[config.mk]
export PLATFORM = sky130hd
export DESIGN_NAME = burst_col_seq
export DESIGN_NICKNAME = d
export VERILOG_FILES = /design/src/rtl/burst_col_seq.sv
export SDC_FILE = /design/constraint.sdc
export NUM_CORES = 1
export LEC_CHECK = 0
export BUFFER_PORTS_ARGS = -buffer_cell sky130_fd_sc_hd__buf_4
export CORE_MARGIN = 2
export CORE_UTILIZATION = 45
export DETAILED_ROUTE_END_ITERATION = 10
export PLACE_DENSITY = 0.84
export SLEW_MARGIN = 10
export SYNTH_ARGS = -nofsm -noshare
export SYNTH_HDL_FRONTEND = slang
export SYNTH_SLANG_ARGS = --single-unit
[constraint.sdc]
create_clock -name clk -period 2.3 [get_ports clk]
set_input_delay 0.345 -clock clk [delete_from_list [all_inputs] [get_ports clk]]
set_output_delay 0.345 -clock clk [all_outputs]
set_load 0.005 [all_outputs]
[src/rtl/burst_col_seq.sv]
module burst_col_seq #(
  parameter int COL_W  = 10,
  parameter int MODE_W = 13,
  parameter int BANK_W = 2
) (
  input  logic              clk,
  input  logic              rst_n,
  input  logic              mrs_en,
  input  logic [BANK_W-1:0] mrs_bank,
  input  logic [MODE_W-1:0] mrs_addr,
  input  logic              start,
  input  logic [COL_W-1:0]  start_col,
  input  logic              advance,
  output logic [COL_W-1:0]  col,
  output logic              col_valid,
  output logic              col_last
);
  localparam int BW = 3;

  logic [BW-1:0]    len_code, run_code;
  logic             ilv, run_ilv;
  logic [COL_W-1:0] base;
  logic [BW-1:0]    beat;
  logic             active;

  wire code_ok = (mrs_addr[2:0] == 3'd1) || (mrs_addr[2:0] == 3'd2) || (mrs_addr[2:0] == 3'd3);
  wire mode_we = mrs_en && (mrs_bank == '0) && code_ok;

  always_ff @(posedge clk) begin
    if (!rst_n) begin
      len_code <= 3'd1;
      ilv      <= 1'b0;
    end else if (mode_we) begin
      len_code <= mrs_addr[2:0];
      ilv      <= mrs_addr[3];
    end
  end

  wire [BW-1:0] last_idx = BW'((4'd1 << run_code) - 4'd1);

  always_ff @(posedge clk) begin
    if (!rst_n) begin
      active   <= 1'b0;
      base     <= '0;
      beat     <= '0;
      run_code <= 3'd1;
      run_ilv  <= 1'b0;
    end else if (start) begin
      active   <= 1'b1;
      base     <= start_col;
      beat     <= '0;
      run_code <= len_code;
      run_ilv  <= ilv;
    end else if (active && advance) begin
      if (beat == last_idx) active <= 1'b0;
      else                  beat   <= beat + 1'b1;
    end
  end

  wire [COL_W-1:0] mask    = (COL_W'(1) << run_code) - COL_W'(1);
  wire [BW-1:0]    low_seq = base[BW-1:0] + beat;
  wire [BW-1:0]    low_ilv = base[BW-1:0] ^ beat;
  wire [BW-1:0]    low     = run_ilv ? low_ilv : low_seq;

  assign col       = (base & ~mask) | (COL_W'(low) & mask);
  assign col_valid = active;
  assign col_last  = active && (beat == last_idx);

  p_reset_idle_r1: assert property (@(posedge clk) !rst_n |=> !col_valid && !col_last);
  p_bank_keep_r3: assert property (@(posedge clk) disable iff (!rst_n)
    mrs_en && (mrs_bank != '0) |=> $stable(len_code) && $stable(ilv));
  p_code_keep_r4: assert property (@(posedge clk) disable iff (!rst_n)
    mrs_en && !code_ok |=> $stable(len_code) && $stable(ilv));
  p_block_fixed_r5: assert property (@(posedge clk) disable iff (!rst_n)
    col_valid && advance && !col_last && !start |=> col_valid && col[COL_W-1:BW] == $past(col[COL_W-1:BW]) && col != $past(col));
  p_last_valid_r8: assert property (@(posedge clk) disable iff (!rst_n) col_last |-> col_valid);
  p_end_burst_r8: assert property (@(posedge clk) disable iff (!rst_n)
    col_last && advance && !start |=> !col_valid);
  p_restart_r9: assert property (@(posedge clk) disable iff (!rst_n)
    start |=> col_valid && col == $past(start_col));
  p_hold_r10: assert property (@(posedge clk) disable iff (!rst_n)
    col_valid && !advance && !start |=> col_valid && $stable(col) && $stable(col_last));
endmodule

; Word level (Yosys, flattened, before mapping)
; Cells that the tools add are included.
[word_totals]
mem_bits_ro = 0
out_inout_bits = 12
inputBits = 30
latchBits = 0
mem_bits_rw = 0
memories = 0
regBits = 22
[classes]
n_bitwise = 7
n_addsub = 4
n_reduce_logical = 12
n_div = 0
muxes = 4
order_cmp = 0
shifts = 2
multipliers = 0
eq_ne = 4
[op_table]
columns = cell, n
row1 = 10-bit bitwise AND, 1
row2 = 3-bit by 10-bit bitwise AND with 10-bit output, 1
row3 = 10-bit NOT, 1
row4 = 10-bit OR, 1
row5 = "1-bit by 3-bit left shift with 10-bit output, first input constant", 1
row6 = "10-bit by 2-bit subtractor with 10-bit output, second input constant", 1
row7 = "3-bit by 2-bit equality test with 1-bit output, second input constant", 2
row8 = 1-bit logical AND, 4
row9 = 2-bit AND reduction, 2
row10 = 2-bit nonzero test, 2
row11 = "3-bit by 1-bit adder with 3-bit output, second input constant", 1
row12 = 3-bit adder, 1
row13 = "3-bit by 1-bit equality test with 1-bit output, second input constant", 1
row14 = 3-bit equality test, 1
row15 = 1-bit 2-to-1 mux, 3
row16 = 3-bit 2-to-1 mux, 1
row17 = "1-bit by 3-bit left shift with 3-bit output, first input constant", 1
row18 = "3-bit by 1-bit subtractor with 3-bit output, second input constant", 1
row19 = 3-bit XOR, 1
row20 = 2-bit zero test, 1
row21 = 1-bit logical OR, 2
row22 = 1-bit NOT, 2
row23 = 2-bit OR reduction, 1

; Depth between registers and ports, before layout
; Gate-level depths: netlist of the first run.
[logic_depth]
word_depth = 6
ltp_mapped = 9

; Least setup slack after synthesis of the first run
; No wires, ideal clock.
[synth_path]
path_kind = register -> output
from = register run_code[2]
to = output port col_last
setup_slack_ps = 115
path_stages_with_launch = 8
arrival_time_ps = 1840
required_ps = 1955
n_path_buf = 2
cell_sequence = dfxtp_1 buf_2 or3_1 ha_1 clkbuf_1 xor2_1 xnor2_1 and3_1
[synth_between]
elab_chain_cells = 4
[synth_lines]
columns = item, line
row1 = start: declaration, 20  ; logic [BW-1:0] len_code, run_code;
row2 = start signal: assignment, 52  ; run_code <= len_code;
row3 = 1-bit by 3-bit left shift with 3-bit output, 39  ; wire [BW-1:0] last_idx = BW'((4'd1 << run_code) - 4'd1);
row4 = 3-bit by 1-bit subtractor with 3-bit output, 39
row5 = 3-bit equality test, 67  ; assign col_last = active && (beat == last_idx);
row6 = 1-bit logical AND, 67
row7 = end: declaration, 16  ; output logic col_last
; No other way between the ends.

; Worst setup path in the final report of the first run
; Same ends and word-level chain as after synthesis.

==> results.md, run 1 <==
Setup path:
- The endpoint type of the worst setup path is an output port.
- The worst path arrival time is 1920 ps.
- In this run the worst path has a maximum fanout of 4.
- The startpoint kind of the worst setup timing path is a register.
- The worst path required time is 1960 ps.
- The critical setup path kind is register to output port.

Synth:
- Counting every net in the synthesized netlist gives 158.
- The Yosys step of the flow raised 0 warnings.
- The most frequently used flop master after synthesis is dfxtp_1.
- Synthesis instantiated 32 different standard cells from the library.
- The combined area of all synthesized cells is 1190 um2.
- The cell accounting for the most synthesized area is dfxtp_1.
- The fraction of synthesized cell area taken by the top area cell type is 0.371.
- Counting flops with an async set or reset pin after synthesis yields a share of 0.
- After synthesis the netlist holds a flip-flop and latch count of 22.
- Sorting the synthesized cells by area gives the leading types as dfxtp_1, mux2i_1, nor2b_1, ha_1, nand2_1.
- The cell count after synthesis came out at 123.
- The average instance in the mapped netlist occupies a little under 10 um2.
- The sequential element share of the synthesized area is 0.371.
- Yosys mapped a number of flops with a built-in enable equal to 0.

Power:
- The switching part of the total power is 0.214.
- For this design the static power due to leakage is 0.706 nW.
- The share of total power dissipated in combinational logic is 0.137.
- Dividing total power by cell area gives a power density of 519 nW/um2.
- The analysis attributes to net switching a power of 0.000174 W.
- The internal power of the cells totals 0.000638 W.
- The sequential power share is 0.496.
- The maximum VDD drop is 0.467 mV.
- The share of total power dissipated in the clock network is 0.367.

Placement:
- Including well taps, the total number of placed cells is 178.
- At the end of routability-driven placement, the weighted congestion stood at 0.802.
- The post-detailed-placement cell area is 1440 um2.
- At the placement stage, the worst setup path has a slack of between 150 and 200 ps.
- The detailed placer's ending HPWL is around 1.8 mm.
- The quantity of I/O buffers inserted on ports is 32.

Drt:
- The detailed-route wire length per cell is 12.8 um.
- In this run the remaining antenna-violating nets after routing total 0.
- The mean number of vias per cell is 5.19.
- The initial DRC count is 16.
- The routed layout has 975 vias.
- After detailed routing, the number of remaining DRC violations is 0.
- The pre-antenna-repair detailed-routing pass consisted of 4 iterations.
- Summed over all layers, the routed wires come to between 2 and 2.5 mm.

Final layout:
- The number of antenna diodes is 0.
- The net count of the finished layout is ~190.
- In the final layout, the share of cells above drive strength 1 is 0.354.
- The post-synthesis to final-layout area growth is 31.7%.
- The finished layout holds 188 standard cells, fillers aside.
- The final standard cell area without fillers is 1570 um2.

Status:
- The run finished with clean final reports.

STA:
- Between clock sinks in the finished design, the worst skew comes to 0.992 ps.
- The number of hold-slack violations in the final timing report is 0.
- The share of the cycle needed by the critical path after routing is 0.984.
- Setup violations remaining at the end of the flow were counted as 0.
- The worst pin sits at a relative slew slack of 0.767.
- For the pin with the worst max-slew slack, the measured transition is 349 ps.
- Across all hold checks on the routed design, the worst slack comes to 249 ps.
- Setup slack on the critical path of the routed design comes to 36.7 ps.
- Setup repair after global routing could not meet its margin everywhere.
- The total count of max-transition violations in the final report came to 0.
- Timing would allow up to 442 MHz.
- The routed design could run at a clock period as short as 2260 ps.

Floorplan:
- The die span in y is 55.4 um.
- The core footprint is 2500 um2.
- Pin placement for this block handled 42 I/O pins.
- The floorplan has 18 rows.
- The die width is 55.4 um.
- The die area is 3070 um2.
- For this configuration, the core starts out at a cell density of 0.475.

GRT:
- In the global route stage, overall resource usage came out at 0.169.
- The first global-routing pass estimated 4.10 mm of wire.
- The initial antenna violation count was 0.
- The maximum number of pins on one net before global-route repair is 21.
- For this run the aggregate overflow at the end of global routing stands at 0.
- The via count of the first global-routing pass is 977.

Clock network:
- The CTS tree is yes.
- Clock-pin slew was measured on the worst setup and hold paths at between 100 and 150 ps.
- The clock net in this run drives a total of 22 sinks.
- The maximum number of buffers from clock root to sink is 2.
- Buffers inserted to repair hold after CTS numbered 0.
- The number of buffers created by CTS is 3.
- The clock latency on the worst-skew pair is 320 ps.
- The H-tree depth is 1.
- The cell at the root of the clock tree is clkbuf_4.

Job:
- The number of maximum-capacitance violations is 0.

Worst hold path:
- The min-delay analysis places its worst path in the category input port to register.
-- per-layer routing --
metal,track usage,share of wire
met1,0.181,0.43
met2,0.296,0.51
met3,0.0562,0.043
met4,0.0801,0.017
met5,0,0
-- area by class of cell --
cell class                 instances  area (um2)
inverter                           1        3.75
fill                             204         935
timing repair buffer              41         308
sequential                        22         449
tap                               30        37.5
clock inverter                     1        30.0
clock buffer                       3        22.5
multi-input combinational         90         714
-- Yosys cell counts (3+ instances only) --
cell type / number
xnor2_1: 4
clkbuf_1: 5
nand2b_1: 3
dfxtp_1: 22
nor2_1: 3
nand2_1: 12
o21ai_0: 3
ha_1: 4
nor2b_1: 17
buf_2: 4
mux2i_1: 22
-- state kept, by name, indices dropped and copies added (netlist names) --
name / cells
col_valid: 1
base: 10
run_ilv: 1
run_code: 3
beat: 3
len_code: 3
ilv: 1
-- repair_timing --
item                       in CTS  in global routing
setup buffers                   4                  2
pin swaps                       4                  4
resized for setup               6                  3
setup endpoints to repair       4                  4
-- power by group through the flow --
stage | clock, W | combinational [W] | sequential [W]
2_1_floorplan | 0 | 0.0000579 | 0.000411
3_3_place_gp | 0 | 0.000105 | 0.000413
3_5_place_dp | 0 | 0.000109 | 0.000414
4_1_cts | 0.000310 | 0.000112 | 0.000404
5_1_grt | 0.000325 | 0.000121 | 0.000405
6_report | 0.000298 | 0.000111 | 0.000403
-- final timing paths --
| path | cells past startpoint | slack [ps] | to | startpoint |
|---|---|---|---|---|
| max reg2reg | 7 | 450 | beat[1]$_SDFFE_PP0P_ | run_code[2]$_SDFFE_PN0P_ |
| min | 2 | 250 | col_valid$_SDFFE_PN0P_ | advance |
| min reg2reg | 2 | 460 | len_code[2]$_SDFFE_PN0P_ | len_code[2]$_SDFFE_PN0P_ |
| max | 6 | 40 | col_last | run_code[2]$_SDFFE_PN0P_ |
-- per-stage QoR --
step,utilization,TNS (ps),total power (W)
global route,0.626,-75.6,0.000851
finish,0.626,0,0.000812
detailed placement,0.576,0,0.000523
CTS,0.618,0,0.000826
global placement,0.576,0,0.000517
floorplan,-,0,0.000468
-- placed cells by master (no fill, tap or decap), types with 2 or more instances in the layout --
cell type	instances
o21ai_0	3
a21oi_2	2
nor2_1	2
xor2_1	2
xnor2_1	4
clkbuf_4	3
mux2i_1	22
dfxtp_1	19
buf_4	41
nand2_1	12
nand2b_1	3
dfxtp_4	2
ha_1	3
nor2b_1	17
and3_1	2
-- critical path, stage by stage (launching register included) --
cell,delay (ps)
dfxtp_4,370
or3_4,400
ha_4,180
xor2_1,150
xnor2_1,210
and3_1,180
buf_4,100
-- kinds of logic after synthesis --
family,after synthesis,synth area share
and+or+nand+nor,43,0.205
muxes,23,0.195
DFF,22,0.371
AOI/OAI and AO/OA,13,0.0811
buffers and inverters,11,0.0453
xor gates and xnor gates,6,0.0442
adders and majority gates,5,0.0589
No activity file was read; power rests on OpenSTA's default activity.
==> inputs of run 2 (changes only) <==
--- a/config.mk
+++ b/config.mk
@@ -10,6 +10,7 @@
 export CORE_UTILIZATION = 45
 export DETAILED_ROUTE_END_ITERATION = 10
 export PLACE_DENSITY = 0.84
+export RECOVER_POWER = 50
 export SLEW_MARGIN = 10
 export SYNTH_ARGS = -nofsm -noshare
 export SYNTH_HDL_FRONTEND = slang
==> run 2 against run 1 <==
Die area unchanged. Critical path depth unchanged. Register-to-register slack about the same.
==> results.md, run 2 (synthesis gave the netlist of run 1 again) <==
Setup path:
- The endpoint type of the worst setup path is an output port (unchanged).
- The startpoint kind of the worst setup timing path is a register (unchanged).
- The worst path required time is 1960 ps (about the same).
- The worst path arrival time is 1920 ps (about the same).
- The peak fanout along the critical path is 4 (unchanged).
- The critical setup path kind was register to output port (unchanged).

Final layout:
- The final instance count without filler cells is 188 (unchanged).
- The share of layout cells above drive strength 1 is 0.348 (was 0.354).
- Top library cells by usage in the layout, fill and taps aside: buf_4, mux2i_1, dfxtp_1, nor2b_1, nand2_1 (unchanged).
- The register with the most flip-flops was base (unchanged).
- The net count reported at finish is 194 (unchanged).
- The area of all sequential standard cells is 449 um2 (unchanged).
- The filler cell count in the final layout is 204 (unchanged).
- The area occupied by multi-input gates came to 714 um2 (unchanged).
- The number of antenna diodes is 0 (unchanged).
- The post-synthesis to final-layout area growth came to 31.4% (was 31.7%).
- The commonest non-fill, non-tap cell in the layout was buf_4 (unchanged).
- The number of flip-flops in the largest register is 10 (unchanged).

STA:
- The final setup skew came to 0.992 ps (unchanged).
- The post-route minimum period is 2260 ps (about the same).
- The relative slew slack was 0.262 (was 0.767).
- The total count of max-transition violations in the final report is 0 (unchanged).
- The maximum clock rate is 442 MHz (about the same).
- The pin slew with the least headroom to its limit came to 1110 ps (was 349 ps).
- The aggregate negative setup slack is 0 ps (unchanged).
- RSZ-0062 raised after global routing: yes (unchanged).
- The number of hold-slack violations in the final timing report is 0 (unchanged).
- The total of endpoints with negative setup slack in the final report is 0 (unchanged).
- The share of the cycle needed by the critical path after routing came to 0.984 (about the same).

Clock network:
- The maximum number of buffers from clock root to sink is 2 (unchanged).
- The clock latency on the worst-skew pair is 320 ps (about the same).
- The clock sink count is 22 (unchanged).
- The H-tree depth is 1 (unchanged).
- The clock-pin slew reported for the worst setup and hold paths after clock tree synthesis is 120 ps (about the same).
- The CTS tree is yes (unchanged).
- The number of buffers created by CTS was 3 (unchanged).
- The number of hold buffers added after CTS is 0 (unchanged).
- The cell at the root of the clock tree is clkbuf_4 (unchanged).

Floorplan:
- The die span in y is 55.4 um (unchanged).
- The boundary pin count is 42 (unchanged).
- The die width is 55.4 um (unchanged).
- The core footprint was 2500 um2 (unchanged).
- The die area is 3070 um2 (unchanged).
- The starting density of the core was 0.475 (unchanged).
- The row count is 18 (unchanged).

Drt:
- The iteration count of the initial detailed-routing pass was 4 (unchanged).
- The initial DRC count is 16 (unchanged).
- The sum of routed wire length over all layers is 2.40 mm (about the same).
- The mean number of vias per cell came to 5.18 (was 5.19).
- The detailed-route wire length per cell was 12.8 um (about the same).
- The number of nets still failing antenna checks after routing is 0 (unchanged).
- The number of vias after detailed routing is 973 (was 975).
- The DRC violation count after routing is 0 (unchanged).

Power:
- The maximum VDD drop is 0.468 mV (was 0.467 mV).
- The standby leakage power was 0.702 nW (was 0.706 nW).
- The power per unit of standard cell area is 520 nW/um2 (was 519 nW/um2).

GRT:
- The maximum number of pins on one net before global-route repair is 21 (unchanged).
- The global-route wire length before repair was 4.10 mm (unchanged).
- The via count of the first global-routing pass is 977 (unchanged).
- The global-route total usage across every layer was 0.169 (unchanged).
- The total congestion overflow came to 0 (unchanged).
- The initial antenna violation count is 0 (unchanged).

Placement:
- The quantity of I/O buffers inserted on ports is 32 (unchanged).
- The final RePlAce weighted congestion is 0.802 (unchanged).
- The number of placed instances with taps included came to 178 (unchanged).
- The detailed placer's ending HPWL is 1.76 mm (unchanged).

Status:
- Result of the run: finished, final reports clean (unchanged).

Job:
- The number of maximum-capacitance violations was 0 (unchanged).

Worst hold path:
- The class of the tightest hold or removal check is input port to register (unchanged).
## run 2: final timing paths
path,startpoint,endpoint,slack [ps],cells after the start
worst min register to register,len_code[2]$_SDFFE_PN0P_,len_code[2]$_SDFFE_PN0P_,460,2
worst max register to register,run_code[2]$_SDFFE_PN0P_,beat[1]$_SDFFE_PP0P_,450,7
worst max-delay path,run_code[2]$_SDFFE_PN0P_,col_last,40,6
worst min-delay path,advance,col_valid$_SDFFE_PN0P_,250,2
## run 2: critical path: stages (launching register included)
cell,delay (ps)
dfxtp_4,370
or3_4,400
ha_4,180
xor2_1,150
xnor2_1,210
and3_1,180
buf_4,100
## run 2: cell type report
cell class,count,share of cell area
Multi-Input combinational cell,90,0.458
Sequential cell,22,0.288
Timing Repair Buffer,41,0.195
Tap cell,30,0.0240
Clock inverter,1,0.0192
Clock buffer,3,0.0144
Inverter,1,0.00240
## run 2: metrics by stage
stage          hold WS, ps  instance area [um2]  worst slack, ps  total power, W   util
6_report               249                 1560             36.7        0.000812  0.625
5_1_grt                228                 1560            -42.5        0.000851  0.625
4_1_cts                236                 1540             2.78        0.000826  0.618
3_5_place_dp           437                 1440              158        0.000523  0.576
3_3_place_gp           419                 1440              192        0.000517  0.576
2_1_floorplan          409                 1190              115        0.000468      -
## run 2: layer usage
layer	global-route usage	routed length [um]	vias to the layer above
met4	0.0801	42	0
met2	0.296	1230	22
li1	-	-	489
met5	0	0	-
met3	0.0562	106	4
met1	0.181	1030	458
## run 2: what timing repair did
action | 4_1_cts | 5_1_grt
endpoints found under the setup margin | 4 | 4
buffers inserted | 4 | 2
pin swaps | 4 | 4
gates resized for setup | 6 | 3
## run 2: power breakdown
group          total (W)  switching (W)  internal [W]
Sequential      0.000403      0.0000102      0.000393
Combinational   0.000111      0.0000425     0.0000686
Clock           0.000298       0.000121      0.000176
Total           0.000812       0.000174      0.000638
==> inputs of run 3 (changes only) <==
--- a/config.mk
+++ b/config.mk
@@ -5,7 +5,7 @@
 export SDC_FILE = /design/constraint.sdc
 export NUM_CORES = 1
 export LEC_CHECK = 0
-export BUFFER_PORTS_ARGS = -buffer_cell sky130_fd_sc_hd__buf_4
+export BUFFER_PORTS_ARGS = -buffer_cell sky130_fd_sc_hd__buf_2
 export CORE_MARGIN = 2
 export CORE_UTILIZATION = 45
 export DETAILED_ROUTE_END_ITERATION = 10
==> run 3 against run 2 <==
Cell count increased by 0.53%. Sequential share of layout area increased by 0.57 points. Global-route usage is 0.54 points higher. Worst setup slack improved by 44 ps. First-iteration DRC count is 63% higher. Wire length increased by 9.6%. Fmax increased by 2.0%. Register-to-register slack improved by 20 ps. Combinational power is 10% lower. Count of clock-buffer cells in the layout did not move.
==> results.md, run 3 (synthesis gave the netlist of run 1 again) <==
STA:
- The total of endpoints with negative setup slack in the final report came to 0 (unchanged).
- The post-route minimum period is 2220 ps (was 2260 ps).
- The number of hold-slack violations in the final timing report is 0 (unchanged).
- The maximum clock rate is 451 MHz (was 442 MHz).
- The tightest hold margin is 268 ps (was 249 ps).
- The final worst-path setup slack came to 80.2 ps (was 36.7 ps).
- The final setup skew was 4.05 ps (was 0.992 ps).
- The relative slew slack was 0.246 (was 0.262).
- The share of the cycle needed by the critical path after routing is 0.965 (was 0.984).
- The total count of max-transition violations in the final report is 0 (unchanged).
- RSZ-0062 raised after global routing: yes (unchanged).
- The pin slew with the least headroom to its limit is 1130 ps (was 1110 ps).

Final layout:
- The final instance count without filler cells is 189 (was 188).
- The register with the most flip-flops is base (unchanged).
- The filler cell count in the final layout is 215 (was 204).
- The post-synthesis to final-layout area growth is 28.1% (was 31.4%).
- The net count reported at finish is 195 (was 194).
- The commonest non-fill, non-tap cell in the layout is buf_2 (was buf_4).
- The number of antenna diodes is 0 (unchanged).
- The final standard cell area without fillers was 1520 um2 (was 1560 um2).
- Top library cells by usage in the layout, fill and taps aside: buf_2, mux2i_1, dfxtp_1, nor2b_1, nand2_1 (was buf_4, mux2i_1, dfxtp_1, nor2b_1, nand2_1).
- The number of flip-flops in the largest register is 10 (unchanged).
- The share of layout cells above drive strength 1 is 0.377 (was 0.348).

Setup path:
- The worst path arrival time is 1870 ps (was 1920 ps).
- Chain of cells forming the critical path: or3_4, ha_4, xor2_2, xnor2_2, and3_1, buf_2 (was or3_4, ha_4, xor2_1, xnor2_1, and3_1, buf_4).
- The worst path required time was 1960 ps (about the same).
- The startpoint kind of the worst setup timing path was a register (unchanged).
- The peak fanout along the critical path was 3 (was 4).
- The critical setup path kind is register to output port (unchanged).
- The delay contributed by the slowest stage of the critical path came to 400 ps (about the same).
- The cell at the slowest stage of the critical path is or3_4 (unchanged).
- The family with the most delay on the worst path is simple AND/OR/NAND/NOR gates (unchanged).
- The endpoint type of the worst setup path is an output port (unchanged).
- The buffering stage count on the worst path with inverters included is 1 (unchanged).

Clock network:
- The CTS tree is yes (unchanged).
- The H-tree depth is 1 (unchanged).
- The maximum number of buffers from clock root to sink was 2 (unchanged).
- The number of hold buffers added after CTS was 0 (unchanged).
- The clock latency on the worst-skew pair was 310 ps (was 320 ps).
- The number of buffers created by CTS is 3 (unchanged).
- The cell at the root of the clock tree was clkbuf_4 (unchanged).
- The clock-pin slew reported for the worst setup and hold paths after clock tree synthesis is 120 ps (about the same).
- The clock sink count is 22 (unchanged).

Placement:
- The detailed placer's ending HPWL is 1.72 mm (was 1.76 mm).
- The worst-case setup slack after placement was 161 ps (was 158 ps).
- The final RePlAce weighted congestion was 0.807 (was 0.802).
- The quantity of I/O buffers inserted on ports is 32 (unchanged).
- The post-detailed-placement cell area is 1360 um2 (was 1440 um2).
- The number of placed instances with taps included is 178 (unchanged).

Drt:
- The initial DRC count is 26 (was 16).
- The number of vias after detailed routing is 998 (was 973).
- The sum of routed wire length over all layers was 2.63 mm (was 2.40 mm).
- The iteration count of the initial detailed-routing pass is 4 (unchanged).
- The DRC violation count after routing is 0 (unchanged).
- The number of nets still failing antenna checks after routing came to 0 (unchanged).
- The mean number of vias per cell came to 5.28 (was 5.18).
- The detailed-route wire length per cell is 13.9 um (was 12.8 um).

Floorplan:
- The die area is 3070 um2 (unchanged).
- The die width is 55.4 um (unchanged).
- The row count is 18 (unchanged).
- The die span in y is 55.4 um (unchanged).
- The core footprint is 2500 um2 (unchanged).
- The boundary pin count is 42 (unchanged).
- The starting density of the core is 0.475 (unchanged).

Job:
- The number of maximum-capacitance violations is 0 (unchanged).

GRT:
- The maximum number of pins on one net before global-route repair is 21 (unchanged).
- The total congestion overflow was 0 (unchanged).
- The via count of the first global-routing pass is 935 (was 977).
- The global-route total usage across every layer was 0.174 (was 0.169).
- The global-route wire length before repair is 4.32 mm (was 4.10 mm).
- The initial antenna violation count is 0 (unchanged).

Power:
- The maximum VDD drop is 0.561 mV (was 0.468 mV).
- The standby leakage power came to 0.701 nW (was 0.702 nW).
- The power per unit of standard cell area is 527 nW/um2 (was 520 nW/um2).

Worst hold path:
- The class of the tightest hold or removal check is input port to register (unchanged).

Status:
- Result of the run: finished, final reports clean (unchanged).
[run 3: changes by cell type in the layout (fill, tap and decap cells not counted), moves of 2 or more]
cell     previous run  this run
xnor2_2             0         2
xnor2_1             4         2
buf_4              39         9
buf_2               0        31
[run 3: per-layer routing]
metal / vias to the layer above / global-route usage / share of wire
li1: 487 / - / -
met4: 0 / 0.0314 / 0.014
met3: 4 / 0.0492 / 0.058
met1: 466 / 0.214 / 0.42
met2: 41 / 0.304 / 0.51
met5: - / 0 / 0
[run 3: cell type report]
type,count,area [um2],area share
multi-input combinational,90,744,0.489
sequential,22,447,0.293
timing repair buffer,42,238,0.156
tap,30,37.5,0.0247
clock inverter,1,30.0,0.0197
clock buffer,3,22.5,0.0148
inverter,1,3.75,0.00247
[run 3: what timing repair did]
item                       in CTS  in global routing
gates resized for setup        10                  4
pin swaps                       4                  6
buffers inserted                7                  0
setup endpoints to repair       1                  3
hold endpoints to repair        0                  0
[run 3: report_power, final]
| part | internal, W | switching, W |
|---|---|---|
| Sequential | 0.000394 | 0.0000100 |
| Combinational | 0.0000548 | 0.0000447 |
| Clock | 0.000176 | 0.000123 |
| Total | 0.000625 | 0.000177 |
[run 3: worst register-to-register path: stages, from the launching register on]
cell and delay (ps):
dfxtp_2 350, or3_4 400, ha_4 180, xor2_2 160
xnor2_2 160, buf_4 160, a21oi_2 170, mux2i_1 190
[run 3: final timing paths]
path,from,end,slack (ps),cells after the start
worst max-delay path,run_code[2]$_SDFFE_PN0P_,col_last,80,6
worst min-delay path,mrs_addr[0],len_code[0]$_SDFFE_PN1P_,270,3
worst max register to register,run_code[2]$_SDFFE_PN0P_,beat[0]$_SDFFE_PP0P_,470,7
worst min register to register,len_code[2]$_SDFFE_PN0P_,len_code[2]$_SDFFE_PN0P_,440,2
[run 3: per-stage QoR]
| step | total power [W] | utilization | setup TNS, ps |
|---|---|---|---|
| 6_report | 0.000802 | 0.609 | 0 |
| 3_5_place_dp | 0.000507 | 0.544 | 0 |
| 5_1_grt | 0.000837 | 0.609 | -5.25 |
| 3_3_place_gp | 0.000501 | 0.544 | 0 |
| 4_1_cts | 0.000805 | 0.603 | 0 |
| 2_1_floorplan | 0.000468 | - | 0 |
